--- config.mk ---
export PLATFORM = sky130hd
export DESIGN_NAME = mc_ctrl_fsm
export DESIGN_NICKNAME = d
export VERILOG_FILES = /design/src/rtl/mc_ctrl_fsm.sv
export SDC_FILE = /design/constraint.sdc
export NUM_CORES = 1
export LEC_CHECK = 0
export ABC_AREA = 1
export CORE_AREA = 3 3 40 42
export CTS_BUF_LIST = sky130_fd_sc_hd__clkbuf_8
export DETAILED_ROUTE_END_ITERATION = 8
export DIE_AREA = 0 0 43 45
export GPL_TIMING_DRIVEN = 1
export HOLD_SLACK_MARGIN = 0.02
export PLACE_DENSITY = 0.74
export RECOVER_POWER = 25
export SLEW_MARGIN = 10
export SYNTH_ARGS = -nofsm -noshare
export SYNTH_HDL_FRONTEND = slang
export SYNTH_SLANG_ARGS = --single-unit
export TNS_END_PERCENT = 1
--- constraint.sdc ---
create_clock -name clk -period 2.6 [get_ports clk]
set_clock_uncertainty 0.1 [all_clocks]
set_input_delay 0.39 -clock clk [delete_from_list [all_inputs] [get_ports clk]]
set_output_delay 0.39 -clock clk [all_outputs]
set_load 0.01 [all_outputs]
--- src/rtl/mc_ctrl_fsm.sv ---
module mc_ctrl_fsm #(
  parameter logic [5:0] OP_RTYPE = 6'b000000,
  parameter logic [5:0] OP_LOAD  = 6'b100011,
  parameter logic [5:0] OP_STORE = 6'b101011,
  parameter logic [5:0] OP_BEQ   = 6'b000100,
  parameter logic [5:0] OP_JUMP  = 6'b000010
) (
  input  logic       clk,
  input  logic       rst_n,
  input  logic [5:0] opcode,
  input  logic       a_eq_b,
  output logic       pc_load,
  output logic [1:0] pc_src,
  output logic       ir_we,
  output logic       mem_rd,
  output logic       mem_wr,
  output logic       addr_sel,
  output logic       ab_we,
  output logic       aluout_we,
  output logic       mdr_we,
  output logic       rf_we,
  output logic       rf_dst_sel,
  output logic       rf_data_sel,
  output logic       alu_a_sel,
  output logic [1:0] alu_b_sel,
  output logic [1:0] alu_op
);

  typedef enum logic [3:0] {
    S_FETCH, S_DECODE, S_ADDR, S_LDMEM, S_LDWB,
    S_STMEM, S_REXE, S_RWB, S_BEQ, S_JMP
  } state_t;

  state_t st, st_nx;

  always_ff @(posedge clk or negedge rst_n)
    if (!rst_n) st <= S_FETCH;
    else        st <= st_nx;

  always_comb begin
    case (st)
      S_FETCH:  st_nx = S_DECODE;
      S_DECODE: begin
        if (opcode == OP_LOAD || opcode == OP_STORE) st_nx = S_ADDR;
        else if (opcode == OP_RTYPE)                 st_nx = S_REXE;
        else if (opcode == OP_BEQ)                   st_nx = S_BEQ;
        else if (opcode == OP_JUMP)                  st_nx = S_JMP;
        else                                         st_nx = S_FETCH;
      end
      S_ADDR:   st_nx = (opcode == OP_LOAD) ? S_LDMEM : S_STMEM;
      S_LDMEM:  st_nx = S_LDWB;
      S_REXE:   st_nx = S_RWB;
      default:  st_nx = S_FETCH;
    endcase
  end

  wire in_fetch = st == S_FETCH;
  wire in_dec   = st == S_DECODE;
  wire in_addr  = st == S_ADDR;
  wire in_ldmem = st == S_LDMEM;
  wire in_ldwb  = st == S_LDWB;
  wire in_stmem = st == S_STMEM;
  wire in_rexe  = st == S_REXE;
  wire in_rwb   = st == S_RWB;
  wire in_beq   = st == S_BEQ;
  wire in_jmp   = st == S_JMP;

  assign pc_load     = in_fetch | in_jmp | (in_beq & a_eq_b);
  assign pc_src      = in_jmp ? 2'b10 : (in_beq ? 2'b01 : 2'b00);
  assign ir_we       = in_fetch;
  assign mem_rd      = in_fetch | in_ldmem;
  assign mem_wr      = in_stmem;
  assign addr_sel    = in_ldmem | in_stmem;
  assign ab_we       = in_dec;
  assign aluout_we   = in_dec | in_addr | in_rexe;
  assign mdr_we      = in_ldmem;
  assign rf_we       = in_ldwb | in_rwb;
  assign rf_dst_sel  = in_rwb;
  assign rf_data_sel = in_ldwb;
  assign alu_a_sel   = in_addr | in_rexe | in_beq;
  assign alu_b_sel   = in_fetch ? 2'b01 : in_dec ? 2'b11 : in_addr ? 2'b10 : 2'b00;
  assign alu_op      = in_rexe ? 2'b10 : (in_beq ? 2'b01 : 2'b00);

endmodule

==> impl_metrics.toml <==
[synth]
synthCells = 77
ys_types = 20
yosysSeqAreaShare = 0.225
synth_area_sq_um = 445
synth.avg_cell_area_sq_um = 5.78
synth.most_common_cell = "nand2_1"
synth_edf_count = 0
async_flop_share = 1.00
ys.flop_type = "dfrtp_1"
ys_top_cells_by_count = "nand2_1, nor2_1, inv_1"
yosysWarnings = 0
synth_top_cell_area_share = 0.225
synthesis.nets = 86
ys_ff_latch = 4
ys_top_cells_by_area = "dfrtp_1, nand2_1, nor2_1"
synth_top_area_cell = "dfrtp_1"

[critical_path]
r2r_end = "st[0]"
startpoint = "st[1]"
cp-endpoint = "pc_load"
cp_top_family = "buffers and inverters"
rrSetupSlack_ps = 1420
crit_required_ps = 2110
cp-start-kind = "register"
worstPathMaxFanout = 5
arrival_ps = 1670
cp.depth = 6
cpMaxStageDelayCell = "clkdlybuf4s50_1"
reg2reg_depth = 7
cp-end-kind = "output pin"
r2r-start = "st[0]"
max_stage_delay_ps = 530
path_buf_inv = 2
path_class = "reg2out"
cp_cell_sequence = "inv_2 -> nand2_2 -> nor3_2 -> nand2_1 -> nand3_1 -> clkdlybuf4s50_1"

[drt]
drtPass1Iterations = 4
drt_wl_total_um = 1090
wl_met2_um = 566
wirelength_met1_um = 428
vias = 548
topRoutingLayerUsed = "met3"
drt-wirelength-per-cell_um = 9.18
wl_met3_um = 98
drc_errors = 0
ant_nets = 0
vias_per_cell = 4.61
initialDrtViolationCount = 3

[timing]
holdWs_ps = 345
min_period_over_period = 0.830
rsz0062_at_grt = "false"
finalCriticalPeriod_ps = 2160
max-slew-margin-rel = 0.851
drv_slew = 0
hold_viol = 0
setup-violations-final = 0
worst_slew_pin_slew_ps = 223
fin_ws_ps = 441
timing.fmax_ghz = 0.463
fin_setup_tns_ps = 0

[power_and_ir_drop]
p_sw_frac = 0.373
p_leak_uw = 0.000358
p_sw_uw = 194
irDropWorstVdd_mv = 0.360
p_seq_frac = 0.167
power_frac_clock = 0.244
p_per_area_nw_per_um2 = 694
combinationalPowerShare = 0.589
intPower_uw = 327

[global_route]
grt_max_degree = 7
grt_pass1_wl_um = 1880
grt_usage = 0.128
antenna_found_initial = 0
grt_pass1_vias = 494
grt_overflow = 0

[die]
die_x_um = 43
io_pins = 27
num_rows = 13
core_area_sq_um = 1280
die_h_um = 45
initial_core_util = 0.347
die_area_sq_um = 1940

[final_layout]
fill_cells = 134
largest_reg_flops = 4
drive_above_1_share = 0.173
seq_area_sq_um = 100
n_antenna_cell = 0
largestRegisters = "st (4)"
multi_input_area_sq_um = 267
top_register = "st"
nets = 115
final_cells = 119
area_growth_pct = 68.5

[cts]
cts_setup_buffers = 0
cts_sinks = 4
numCtsBuffers = 3
root_buffer = "clkbuf_8"
post_cts_resized = 0
cts_max_level = 1
cts.path.max_buffers = 2
clock_latency_ps = 210
cts_tree = "built"
path_clk_slew_ps = 30
cts_hold_buf = 0

[status]
status = "complete, no violations"

[placed_design]
place_ws_ps = 600
port_buffers = 26
placed_cells = 116
dp.final_hpwl_um = 928
place_congestion = 0.722

[job]
maxCapViolCount = 0

[min_path]
hold_class = "in2async"
-- power groups by stage --
| stage | Combinational, uW | Clock (uW) | Sequential (uW) |
|---|---|---|---|
| after floorplan | 159 | 0 | 84.8 |
| after global placement | 309 | 0 | 87.2 |
| after detailed placement | 310 | 0 | 87.9 |
| after CTS | 312 | 129 | 87.5 |
| after global routing | 336 | 138 | 88.7 |
| final | 307 | 127 | 87.1 |
-- how the worst min path moves through the flow --
stage / end / cells past startpoint
after floorplan: st[0] / 0
after detailed placement: st[2] / 1
final: st[3] / 1
after CTS: st[3] / 1
after global placement: st[0] / 1
after global routing: st[0] / 1
-- area by class of cell --
cell class                 count  share of cell area
multi-input combinational     54               0.355
timing repair buffer          26               0.347
sequential                     4               0.133
inverter                      17              0.0850
clock buffer                   3              0.0550
tap                           15              0.0250
-- layer usage --
layer,vias to the layer above,GRT usage
met2,26,0.246
met3,0,0.0438
met1,229,0.124
met4,0,0.0542
met5,-,0
li1,293,-
-- cell families after synthesis --
| group | count (synthesis) | synth area share |
|---|---|---|
| AND/OR/NAND/NOR | 50 | 0.553 |
| buffers and inverters | 19 | 0.177 |
| flip-flops | 4 | 0.225 |
| AO/OA/AOI/OAI | 4 | 0.0449 |
-- per-stage QoR --
stage | area [sq um] | util | total power, uW
finish | 751 | 0.584 | 521
global placement | 709 | 0.552 | 396
detailed placement | 709 | 0.552 | 398
floorplan | 445 | - | 244
global route | 751 | 0.584 | 563
CTS | 751 | 0.584 | 529
-- placed cells by master, fill, tap and decap left out, drive strengths merged --
| cell | instances |
|---|---|
| a21oi | 2 |
| inv | 16 |
| clkbuf | 3 |
| clkinv | 1 |
| nand2 | 19 |
| dfrtp | 4 |
| clkdlybuf4s50 | 24 |
| nor3 | 2 |
| nand3 | 9 |
| nand4 | 2 |
| or2 | 1 |
| dlygate4sd3 | 2 |
| and2 | 1 |
| nor2 | 16 |
| o21ai | 2 |
(Power assumes the default switching activity.)
